$ cat src/rtl/led_ind_pkg.sv
package led_ind_pkg;

  localparam int REG_W = 16;
  localparam int NUM_EV = 3;
  localparam logic [REG_W-1:0] WR_MASK = 16'h73F0;

  typedef struct packed {
    logic pol;
    logic dis;
    logic spd_en;
    logic mp_en;
    logic fdx_en;
    logic pse;
    logic lnk_en;
    logic rx_en;
    logic tx_en;
  } ctrl_t;

  typedef struct packed {
    logic spd;
    logic mp_mode;
    logic mp_det;
    logic link;
    logic fdx;
    logic rx_match;
    logic tx;
  } stat_in_t;

  localparam ctrl_t CTRL_RST = '{pol: 1'b0, dis: 1'b0, spd_en: 1'b0, mp_en: 1'b0,
                                 fdx_en: 1'b0, pse: 1'b1, lnk_en: 1'b0,
                                 rx_en: 1'b0, tx_en: 1'b0};

  function automatic ctrl_t word_to_ctrl(input logic [REG_W-1:0] w);
    ctrl_t c;
    c.pol    = w[14];
    c.dis    = w[13];
    c.spd_en = w[12];
    c.mp_en  = w[9];
    c.fdx_en = w[8];
    c.pse    = w[7];
    c.lnk_en = w[6];
    c.rx_en  = w[5];
    c.tx_en  = w[4];
    return c;
  endfunction

  function automatic logic [REG_W-1:0] ctrl_to_word(input ctrl_t c, input logic stat);
    return {stat, c.pol, c.dis, c.spd_en, 2'b00, c.mp_en, c.fdx_en,
            c.pse, c.lnk_en, c.rx_en, c.tx_en, 4'b0000};
  endfunction

  // Level-type sources: held conditions, never reload the stretcher.
  function automatic logic level_or(input ctrl_t c, input stat_in_t s);
    return (c.spd_en & s.spd) | (c.fdx_en & s.link & s.fdx) | (c.lnk_en & s.link);
  endfunction

  // Event-type sources, already masked by their enables.
  function automatic logic [NUM_EV-1:0] event_terms(input ctrl_t c, input stat_in_t s);
    return {c.mp_en & s.mp_mode & s.mp_det, c.rx_en & s.rx_match, c.tx_en & s.tx};
  endfunction

  function automatic logic pin_level(input logic dis, input logic pol, input logic active);
    return (active & ~dis) ? pol : ~pol;
  endfunction

endpackage

$ cat src/rtl/led_ind_regs.sv
module led_ind_regs
  import led_ind_pkg::*;
(
  input  logic             clk,
  input  logic             hrst,
  input  logic             srst,
  input  logic             stop,
  input  logic             we,
  input  logic [REG_W-1:0] wdata,
  output ctrl_t            ctrl_q
);

  always_ff @(posedge clk) begin
    if (hrst)    ctrl_q <= CTRL_RST;
    else if (we) ctrl_q <= word_to_ctrl(wdata);
  end

  a_r9_hard_reset_value: assert property (@(posedge clk)
    hrst |=> (ctrl_q == CTRL_RST));

  a_r10_soft_reset_keeps: assert property (@(posedge clk) disable iff (hrst)
    ((srst || stop) && !we) |=> $stable(ctrl_q));

  a_r11_write_lands: assert property (@(posedge clk) disable iff (hrst)
    we |=> (ctrl_q == word_to_ctrl($past(wdata))));

endmodule

$ cat src/rtl/led_ind_src.sv
module led_ind_src
  import led_ind_pkg::*;
#(
  parameter int STRETCH_CYCLES = 16
)(
  input  logic     clk,
  input  logic     hrst,
  input  ctrl_t    ctrl,
  input  stat_in_t stat,
  output logic     raw_or,
  output logic     ev_rise,
  output logic     stretched
);

  localparam int CNT_W = $clog2(STRETCH_CYCLES + 1);
  localparam logic [CNT_W-1:0] CNT_LOAD = CNT_W'(STRETCH_CYCLES);

  logic [NUM_EV-1:0] ev_now, ev_prev;
  logic [CNT_W-1:0]  cnt;
  logic              cnt_live;

  assign ev_now    = event_terms(ctrl, stat);
  assign ev_rise   = |(ev_now & ~ev_prev);
  assign raw_or    = level_or(ctrl, stat) | (|ev_now);
  assign cnt_live  = (cnt != '0);
  assign stretched = raw_or | (ctrl.pse & cnt_live);

  always_ff @(posedge clk) begin
    if (hrst) begin
      ev_prev <= '0;
      cnt     <= '0;
    end else begin
      ev_prev <= ev_now;
      if (!ctrl.pse)    cnt <= '0;
      else if (ev_rise) cnt <= CNT_LOAD;
      else if (cnt_live) cnt <= cnt - 1'b1;
    end
  end

  a_r5_no_overflow: assert property (@(posedge clk) disable iff (hrst)
    cnt <= CNT_LOAD);

  a_r5_reload: assert property (@(posedge clk) disable iff (hrst)
    (ctrl.pse && ev_rise) |=> (cnt == CNT_LOAD));

  a_r5_count_down: assert property (@(posedge clk) disable iff (hrst)
    (ctrl.pse && !ev_rise && cnt_live) |=> (cnt == $past(cnt) - 1'b1));

  a_r6_held_zero: assert property (@(posedge clk) disable iff (hrst)
    !ctrl.pse |=> (cnt == '0));

endmodule

$ cat src/rtl/led_ind_drive.sv
module led_ind_drive
  import led_ind_pkg::*;
(
  input  logic clk,
  input  logic hrst,
  input  logic dis,
  input  logic pol,
  input  logic active,
  output logic led_pin
);

  always_ff @(posedge clk) begin
    if (hrst) led_pin <= pin_level(CTRL_RST.dis, CTRL_RST.pol, 1'b0);
    else      led_pin <= pin_level(dis, pol, active);
  end

  a_r1_disable_forces_off: assert property (@(posedge clk) disable iff (hrst)
    dis |=> (led_pin == ~$past(pol)));

  a_r2_active_level: assert property (@(posedge clk) disable iff (hrst)
    (active && !dis) |=> (led_pin == $past(pol)));

endmodule

$ cat src/rtl/led_status_ind.sv
module led_status_ind
  import led_ind_pkg::*;
#(
  parameter int STRETCH_CYCLES = 16
)(
  input  logic        clk,
  input  logic        hrst,
  input  logic        srst,
  input  logic        stop,
  input  logic        reg_we,
  input  logic [15:0] reg_wdata,
  output logic [15:0] reg_rdata,
  input  logic        st_100m,
  input  logic        st_mp_mode,
  input  logic        st_mp_det,
  input  logic        st_link,
  input  logic        st_fdx,
  input  logic        st_rx_match,
  input  logic        st_tx,
  output logic        led_pin
);

  ctrl_t    ctrl_q;
  stat_in_t stat;
  logic     raw_or, ev_rise, stretched;

  assign stat = '{spd: st_100m, mp_mode: st_mp_mode, mp_det: st_mp_det,
                  link: st_link, fdx: st_fdx, rx_match: st_rx_match, tx: st_tx};

  led_ind_regs u_regs (
    .clk(clk), .hrst(hrst), .srst(srst), .stop(stop),
    .we(reg_we), .wdata(reg_wdata), .ctrl_q(ctrl_q)
  );

  led_ind_src #(.STRETCH_CYCLES(STRETCH_CYCLES)) u_src (
    .clk(clk), .hrst(hrst), .ctrl(ctrl_q), .stat(stat),
    .raw_or(raw_or), .ev_rise(ev_rise), .stretched(stretched)
  );

  led_ind_drive u_drive (
    .clk(clk), .hrst(hrst), .dis(ctrl_q.dis), .pol(ctrl_q.pol),
    .active(stretched), .led_pin(led_pin)
  );

  assign reg_rdata = ctrl_to_word(ctrl_q, stretched);

  a_r7_status_covers_raw: assert property (@(posedge clk) disable iff (hrst)
    raw_or |-> reg_rdata[15]);

  a_r8_reserved_zero: assert property (@(posedge clk) disable iff (hrst)
    (reg_rdata[11:10] == 2'b00) && (reg_rdata[3:0] == 4'b0000));

  a_r5_rise_sets_status: assert property (@(posedge clk) disable iff (hrst)
    (ev_rise && ctrl_q.pse) |=> reg_rdata[15]);

endmodule

$ cat config.mk
export PLATFORM = sky130hd
export DESIGN_NAME = led_status_ind
export DESIGN_NICKNAME = d
export VERILOG_FILES = /design/src/rtl/led_ind_pkg.sv /design/src/rtl/led_ind_regs.sv /design/src/rtl/led_ind_src.sv /design/src/rtl/led_ind_drive.sv /design/src/rtl/led_status_ind.sv
export SDC_FILE = /design/constraint.sdc
export NUM_CORES = 1
export LEC_CHECK = 0
export ABC_AREA = 1
export BUFFER_PORTS_ARGS = -buffer_cell sky130_fd_sc_hd__buf_2
export CAP_MARGIN = 20
export CORE_ASPECT_RATIO = 0.9
export CORE_UTILIZATION = 48
export CTS_BUF_LIST = sky130_fd_sc_hd__clkbuf_2
export DETAILED_ROUTE_END_ITERATION = 8
export PLACE_DENSITY_LB_ADDON = 0.05
export SYNTH_ARGS = -nofsm -noshare
export SYNTH_HDL_FRONTEND = slang
export SYNTH_SLANG_ARGS = --single-unit
$ cat constraint.sdc
create_clock -name clk -period 2.91 [get_ports clk]
set_input_delay 0.291 -clock clk [delete_from_list [all_inputs] [get_ports clk]]
set_output_delay 0.291 -clock clk [all_outputs]
set_load 0.01 [all_outputs]
=== Word level (Yosys, flattened, before mapping) ===
Index checks and enable logic that the tools add are counted.

* Register bits after elaboration: 18
* Output and inout port bits: 17

* Reduce and logical (&&, ||, !) cells: 6
* Add/sub/neg operators: 1
* Bitwise gates (word level): 19
* Mux-type cells: 3

{| class="wikitable"
|+ Operator list
! cell !! count
|-
| 1-bit bitwise AND || 10
|-
| 5-bit 2-to-1 mux || 2
|-
| 3-bit OR reduction || 2
|-
| 5-bit nonzero test || 1
|-
| 5-bit OR reduction || 1
|-
| 5-bit by 1-bit subtractor with 5-bit output, second input constant || 1
|-
| 1-bit bitwise OR || 4
|-
| 3-bit bitwise AND || 1
|-
| 1-bit NOT || 3
|-
| 3-bit NOT || 1
|-
| 2-bit nonzero test || 1
|-
| 2-bit OR reduction || 1
|-
| 1-bit 2-to-1 mux || 1
|}

=== Depth between registers and ports, before layout ===
Gate-level depths: netlist (run 1).

* Depth in word-level cells: 8
* Mapped depth: 8

=== Cells and area by module ===
Synthesis (run 1) repeated with hierarchy kept, for this count alone.

* Cell total of the unflattened synthesis: 140
* Area total of the unflattened synthesis: 938.4 um^2

{| class="wikitable"
|+ Modules (own cells, without submodules)
! module !! cells an instance !! area an instance (um^2) !! times used
|-
| led_ind_src || 68 || 446.7 || 1
|-
| led_ind_regs || 56 || 381.6 || 1
|-
| led_status_ind || 8 || 56.3 || 1
|-
| led_ind_drive || 8 || 53.8 || 1
|}

=== Least setup slack after synthesis (run 1) ===
OpenSTA, ideal clock, no wires.

* Path type: reg2out
* Start point: reg u_src.cnt[0]
* End point: out reg_rdata[15]
* Cell stages (with the launch flop): 7
* Path slack: 1.621 ns
* Arrival time: 0.998 ns
* Data required time: 2.619 ns
* Cell sequence: dfxtp_1 inv_1 ha_1 nand3_4 nand2_2 nand3_4 buf_4

* Longest elaborated chain between the ends: 3

{| class="wikitable"
|+ RTL lines
! item !! line !! RTL
|-
| from (decl) || led_ind_src.sv:19 || <nowiki>logic [CNT_W-1:0] cnt;</nowiki>
|-
| from (signal assigned) || led_ind_src.sv:36 || <nowiki>else if (cnt_live) cnt <= cnt - 1'b1;</nowiki>
|-
| 5-bit nonzero test || led_ind_src.sv:25 || <nowiki>assign cnt_live = (cnt != '0);</nowiki>
|-
| 1-bit bitwise AND || led_ind_src.sv:26 || <nowiki>assign stretched = raw_or | (ctrl.pse & cnt_live);</nowiki>
|-
| 1-bit bitwise OR || led_ind_src.sv:26 ||
|-
| to (decl) || led_status_ind.sv:12 || <nowiki>output logic [15:0] reg_rdata,</nowiki>
|}

No other way between the ends.

=== Worst setup path in the final report (run 1) ===
Same ends and word-level chain as after synthesis.

==> summary.md, run 1 <==
| Metric | Value |
|---|---|
| Cell area after synthesis | roughly 830 um^2 |
| Cts hold-fix bufs | 0 |
| Leakage | 0.505 nW |
| Crit path max fanout | 4 |
| Nets | 166 |
| Area grow syn2layout | 16.2% |
| Netlist cell types | 23 |
| CTS Root Cell | clkbuf_2 |
| GRT Residual Overflow | 0 |
| Largest net degree at the start of global routing | 12 |
| Minimum clock period | 1.69 ns |
| Core Area | 1530 um^2 |
| DR pass1 iterations | 4 |
| IO buf count | 29 |
| Startpoint types | flip-flop |
| Total wire length | 1380 um |
| Clock tree from TritonCTS | yes |
| Initial Utilization | 54.1% |
| Post-Syn Area per Cell | 7.66 um^2 |
| Drt drc | 0 |
| Layout cells sized above 1 | 31.1% |
| Pins Over Slew Limit | 0 |
| Outcome | finished, final reports clean |
| Hpwl dp | roughly 1100 um |
| CTS resizes | 0 |
| First-pass GRT wire length | 2300 um |
| Die area | 1890 um^2 |
| Clk sinks | 18 |
| DR WL/cell | 8.76 um |
| YS warnings | 0 |
| Worst EP required | around 2.6 ns |
| Final setup violation count | 0 |
| Hold Vio Cnt, Final | 0 |
| VDD IR max | 0.381 mV |
| # diodes | 0 |
| Number of synthesized register bits | 18 |
| Fill cells | 173 |
| Clock transition at path regs | 0.15 ns |
| Die Ht | a little over 40 um |
| Max Clock Skew | 0.00339 ns |
| Top Ports | 45 |
| Worst-case reg-to-reg path depth | 6 |
| WHS Path Cells | 3 |
| Cell Pwr Density | 794 nW/um^2 |
| Post-CTS Repair Setup Buffers | 0 |
| GR Util All Layers | 17.6% |
| Skew-Pair Late Insertion Delay | 0.29 ns |
| Crit end category | output pin |
| RSZ-0062 raised after global routing | no |
| Die width | 45.8 um |
| Setup Crit Path Kind | reg2out |
| Detailed Route Iter0 Violations | 16 |
| Hold crit path type | in2reg |
| Crit path DAT | roughly 1.4 ns |
| Rows | 13 |
| Total CTS buffers | 3 |
| Via count | 686 |
| Achievable Freq | approximately 590 MHz |
| Max-Cap Viols | 0 |
| Max clock buf depth | 2 |
| Finished Cell Area | 961 um^2 |
| Routed Antenna Nets | 0 |
| Post-DP Area | 946 um^2 |
| Vias in the first global route | between 500 and 600 |
| Register area share after synthesis | between 40% and 50% |
| Post-Synthesis Cells | 108 |
| Placer congestion estimate | 0.753 |
| Initial antenna violation count | 0 |
| Post-DR vias/cell | 4.37 |
| H-tree depth | 1 |
| Final setup TNS | 0 ns |
| Period utilization | 58.2% |
## where the power goes
part | switching (W) | total [W] | internal (W)
clock | 0.0000693 | 0.0000974 | 0.0000281
combinational | 0.000200 | 0.000347 | 0.000147
sequential | 0.0000281 | 0.000318 | 0.000290
## cell type report
| cell class | count | area (um^2) | area share, % |
|---|---|---|---|
| multi-input combinational | 73 | 368 | 38.3 |
| clock buffer | 3 | 15.0 | 1.56 |
| tap | 22 | 27.5 | 2.86 |
| timing repair buffer | 29 | 145 | 15.1 |
| inverter | 12 | 45.0 | 4.69 |
| sequential | 18 | 360 | 37.5 |
## sequential cells by signal, summed over array words and instances (netlist names)
register and cells:
u_regs.ctrl_q 9, u_drive.led_pin 1, u_src.ev_prev 3, u_src.cnt 5
## path summary, 6_finish.rpt
path,startpoint,slack [ns],end
setup / recovery,u_src.cnt[0]$_SDFFE_PP0P_,1.22,reg_rdata[15]
hold / removal,reg_wdata[7],0.21,u_regs.ctrl_q[3]$_SDFFE_PP1P_
setup reg to reg,u_src.cnt[1]$_SDFFE_PP0P_,1.68,u_src.cnt[1]$_SDFFE_PP0P_
hold reg to reg,u_src.cnt[0]$_SDFFE_PP0P_,0.47,u_src.cnt[0]$_SDFFE_PP0P_
## synth_stat cells
cell | instances | area share (%)
dfxtp_1 | 18 | 44
buf_2 | 1 | 0.60
inv_1 | 9 | 4.1
or2_1 | 1 | 0.76
inv_2 | 3 | 1.4
nand3_4 | 2 | 4.2
xor2_1 | 1 | 1.1
nor3_1 | 2 | 1.2
o21ai_1 | 1 | 0.60
o22ai_1 | 1 | 0.76
nand3_2 | 1 | 1.2
conb_1 | 1 | 0.45
xnor2_1 | 1 | 1.1
nand2_2 | 1 | 0.76
nand3_1 | 3 | 1.8
nor2_2 | 2 | 1.5
ha_1 | 1 | 1.5
a21oi_1 | 5 | 3.0
o21ai_0 | 8 | 4.8
buf_4 | 9 | 8.2
a21oi_2 | 1 | 1.1
nand2_1 | 18 | 8.2
nor2_1 | 18 | 8.2
## stage by stage
step	util (%)	hold WS [ns]	setup slack, ns	power (W)	std cells
after floorplan	-	0.363	1.62	0.000620	113
after detailed placement	61.9	0.454	1.54	0.000674	154
after CTS	62.8	0.198	1.19	0.000771	157
after global routing	62.8	0.194	1.11	0.000834	157
final	62.8	0.205	1.22	0.000763	157
after global placement	61.9	0.449	1.56	0.000662	154
## layer usage
metal  global-route usage (%)  up-vias  part of all wire [%]
li1                         -      377                     -
met1                     22.6      291                    49
met2                     28.2       18                    46
met3                     6.47        0                   4.5
met4                     4.41        0                     0
met5                        0        -                     0
## worst max-delay path, stage by stage, from the launching register on
cell and delay [ns]:
dfxtp_1 0.34, inv_1 0.09, ha_1 0.25, nand3_4 0.12
nand2_2 0.10, nand3_4 0.08, buf_2 0.15
## kinds of logic after synthesis
kind of cell | Yosys count | synth area share [%]
AND/OR/NAND/NOR | 48 | 27.8
XOR/XNOR | 2 | 2.12
other | 1 | 0.453
flip-flops | 18 | 43.6
adder cells (fa/ha/maj) | 1 | 1.51
AO/OA/AOI/OAI | 16 | 10.3
buffers and inverters | 22 | 14.2
## placed cells by master (no fill, tap or decap), types with 3 or more instances in the layout
cell type | Yosys | layout
nand2_1 | 18 | 18
a21oi_1 | 5 | 5
inv_1 | 9 | 9
inv_2 | 3 | 3
clkbuf_2 | 0 | 3
nor2_1 | 18 | 18
conb_1 | 1 | 6
nand3_1 | 3 | 3
o21ai_0 | 8 | 8
buf_2 | 1 | 29
dfxtp_1 | 18 | 18
No activity file was read; power rests on OpenSTA's default activity.
==> inputs of run 2 (changes only) <==
--- a/config.mk
+++ b/config.mk
@@ -9,7 +9,7 @@
 export BUFFER_PORTS_ARGS = -buffer_cell sky130_fd_sc_hd__buf_2
 export CAP_MARGIN = 20
 export CORE_ASPECT_RATIO = 0.9
-export CORE_UTILIZATION = 48
+export CORE_UTILIZATION = 45
 export CTS_BUF_LIST = sky130_fd_sc_hd__clkbuf_2
 export DETAILED_ROUTE_END_ITERATION = 8
 export PLACE_DENSITY_LB_ADDON = 0.05
==> constraint.sdc (replaced) <==
create_clock -name clk -period 1.6 [get_ports clk]
set_input_delay 0.16 -clock clk [delete_from_list [all_inputs] [get_ports clk]]
set_output_delay 0.16 -clock clk [all_outputs]
set_load 0.01 [all_outputs]
==> summary.md, run 2 (same netlist as run 1, synthesis figures left out) <==
| Metric | Value |
|---|---|
| Outcome | finished, final reports clean |
| Minimum clock period | 1.48 ns |
| Detailed Route Iter0 Violations | 13 |
| Crit path max fanout | 4 |
| Drt drc | 0 |
| Area grow syn2layout | 18.5% |
| Setup Crit Path Kind | reg2out |
| Nets | approximately 170 |
| Max Clock Skew | around 0.00029 ns |
| Setup Slack @ Placement | between 0.3 and 0.4 ns |
| Crit path DAT | 1.32 ns |
| Dpl cells | between 150 and 200 |
| Reg2reg start | u_src.cnt[1]$_SDFFE_PP0P_ |
| Startpoint types | flip-flop |
| Max-Cap Viols | 0 |
| H-tree depth | 1 |
| Worst setup path end | reg_rdata[15] |
| Regs by FF count | u_regs.ctrl_q: 9 flops, u_src.cnt: 5 flops, u_src.ev_prev: 3 flops |
| Hold Vio Cnt, Final | 0 |
| Vias in the first global route | about 610 |
| Max clock buf depth | 2 |
| Total wire length | 1470 um |
| Die width | 47.2 um |
| Period utilization | 92.5% |
| Worst Path Buf+Inv | 2 |
| Placer congestion estimate | 0.748 |
| Post-DR vias/cell | 4.49 |
| Die area | just over 2000 um^2 |
| Top Ports | 45 |
| Layout cells sized above 1 | 32.4% |
| Crit path from | u_src.cnt[1]$_SDFFE_PP0P_ |
| Final setup violation count | 0 |
| Core Area | 1700 um^2 |
| DR WL/cell | 9.18 um |
| CP peak stage delay | 0.39 ns |
| Clock transition at path regs | 0.17 ns |
| Crit. path cell count | 6 |
| DR pass1 iterations | 5 |
| Pins Over Slew Limit | 0 |
| Post-CTS Repair Setup Buffers | 0 |
| Worst-case reg-to-reg path depth | 6 |
| R2R setup slack | ~0.44 ns |
| Die Ht | around 43 um |
| Leakage | 0.508 nW |
| GR Util All Layers | 16.8% |
| Achievable Freq | 676 MHz |
| Cell repeated most along the worst path | nand3_4 |
| Via count | around 720 |
| VDD IR max | approximately 0.68 mV |
| Largest net degree at the start of global routing | 12 |
| Crit end category | output pin |
| Most flop-heavy register | u_regs.ctrl_q |
| Slowest CP cell | dfxtp_1 |
| First-pass GRT wire length | ~2400 um |
| CTS Root Cell | clkbuf_2 |
| Most frequent cells in the layout | buf_2, nand2_1, nor2_1, dfxtp_1 |
| IO buf count | 29 |
| Final worst slack | approximately 0.12 ns |
| Cts hold-fix bufs | 0 |
| RR Endpoint | u_src.cnt[1]$_SDFFE_PP0P_ |
| Final non-filler cell total | 160 |
| Initial antenna violation count | 0 |
| # diodes | 0 |
| Rows | 14 |
| Skew-Pair Late Insertion Delay | 0.30 ns |
| Max reg flops | 9 |
| Final setup TNS | 0 ns |
| CP Cell Sequence | inv_1, ha_4, nand3_4, nand2_2, nand3_4, buf_2 |
| GRT Residual Overflow | 0 |
| Hpwl dp | 1160 um |
| Initial Utilization | 48.7% |
| Clk sinks | 18 |
| Hold crit path type | in2reg |
| RSZ-0062 raised after global routing | no |
| Total CTS buffers | 3 |
| Crit path max-delay family | flip-flops |
| Most common cell after layout, fill and taps aside | buf_2 |
| Routed Antenna Nets | 0 |
| Cell Pwr Density | 1470 nW/um^2 |
| Worst EP required | 1.44 ns |
| Clock tree from TritonCTS | yes |
run 2: worst min path at each step:
stage | start | endpoint | slack, ns | cells past startpoint
finish | reg_wdata[7] | u_regs.ctrl_q[3]$_SDFFE_PP1P_ | 0.06 | 3
global route | hrst | u_src.ev_prev[0]$_SDFF_PP0_ | 0.04 | 2
CTS | reg_wdata[7] | u_regs.ctrl_q[3]$_SDFFE_PP1P_ | 0.05 | 3
detailed placement | reg_wdata[7] | u_regs.ctrl_q[3]$_SDFFE_PP1P_ | 0.38 | 3
global placement | reg_wdata[8] | u_regs.ctrl_q[4]$_SDFFE_PP0P_ | 0.38 | 3
floorplan | hrst | u_src.ev_prev[0]$_SDFF_PP0_ | 0.23 | 1
run 2: worst reg2reg max path: stages (launching register included):
cell	delay, ns
dfxtp_1	0.39
inv_1	0.08
ha_4	0.18
nand3_4	0.10
inv_2	0.04
or2_1	0.21
a21oi_2	0.12
run 2: area by class of cell:
cell class | count | area, um^2
Inverter | 12 | 45.0
Clock buffer | 3 | 15.0
Timing Repair Buffer | 29 | 145
Multi-Input combinational cell | 73 | 380
Tap cell | 24 | 30.0
Sequential cell | 18 | 360
Fill cell | 174 | 719
Clock inverter | 1 | 3.75
run 2: power by group:
part           switching, W  internal [W]  leakage (nW)  total [W]
registers         0.0000532      0.000527         0.149   0.000580
clock network      0.000142     0.0000543        0.0140   0.000196
logic              0.000364      0.000299         0.345   0.000663
run 2: metrics by stage:
step / util (%) / area, um^2 / hold slack [ns] / power, W
after floorplan: - / 846 / 0.232 / 0.00113
after global placement: 55.8 / 948 / 0.381 / 0.00121
after detailed placement: 55.8 / 948 / 0.383 / 0.00122
after CTS: 57.1 / 970 / 0.0477 / 0.00142
after global routing: 57.7 / 980 / 0.0389 / 0.00156
final: 57.7 / 980 / 0.0603 / 0.00144
run 2: per-layer routing:
metal | track usage, % | wire length [um] | vias up
met5 | 0 | 0 | -
met3 | 4.26 | 94 | 4
met2 | 25.0 | 686 | 29
met4 | 10.3 | 15 | 0
met1 | 21.1 | 672 | 306
li1 | - | - | 379
run 2: repair_timing:
item,in CTS,in global routing
resized for setup,1,2
endpoints found under the setup margin,1,1
hold endpoints to repair,0,0
cloned,0,0
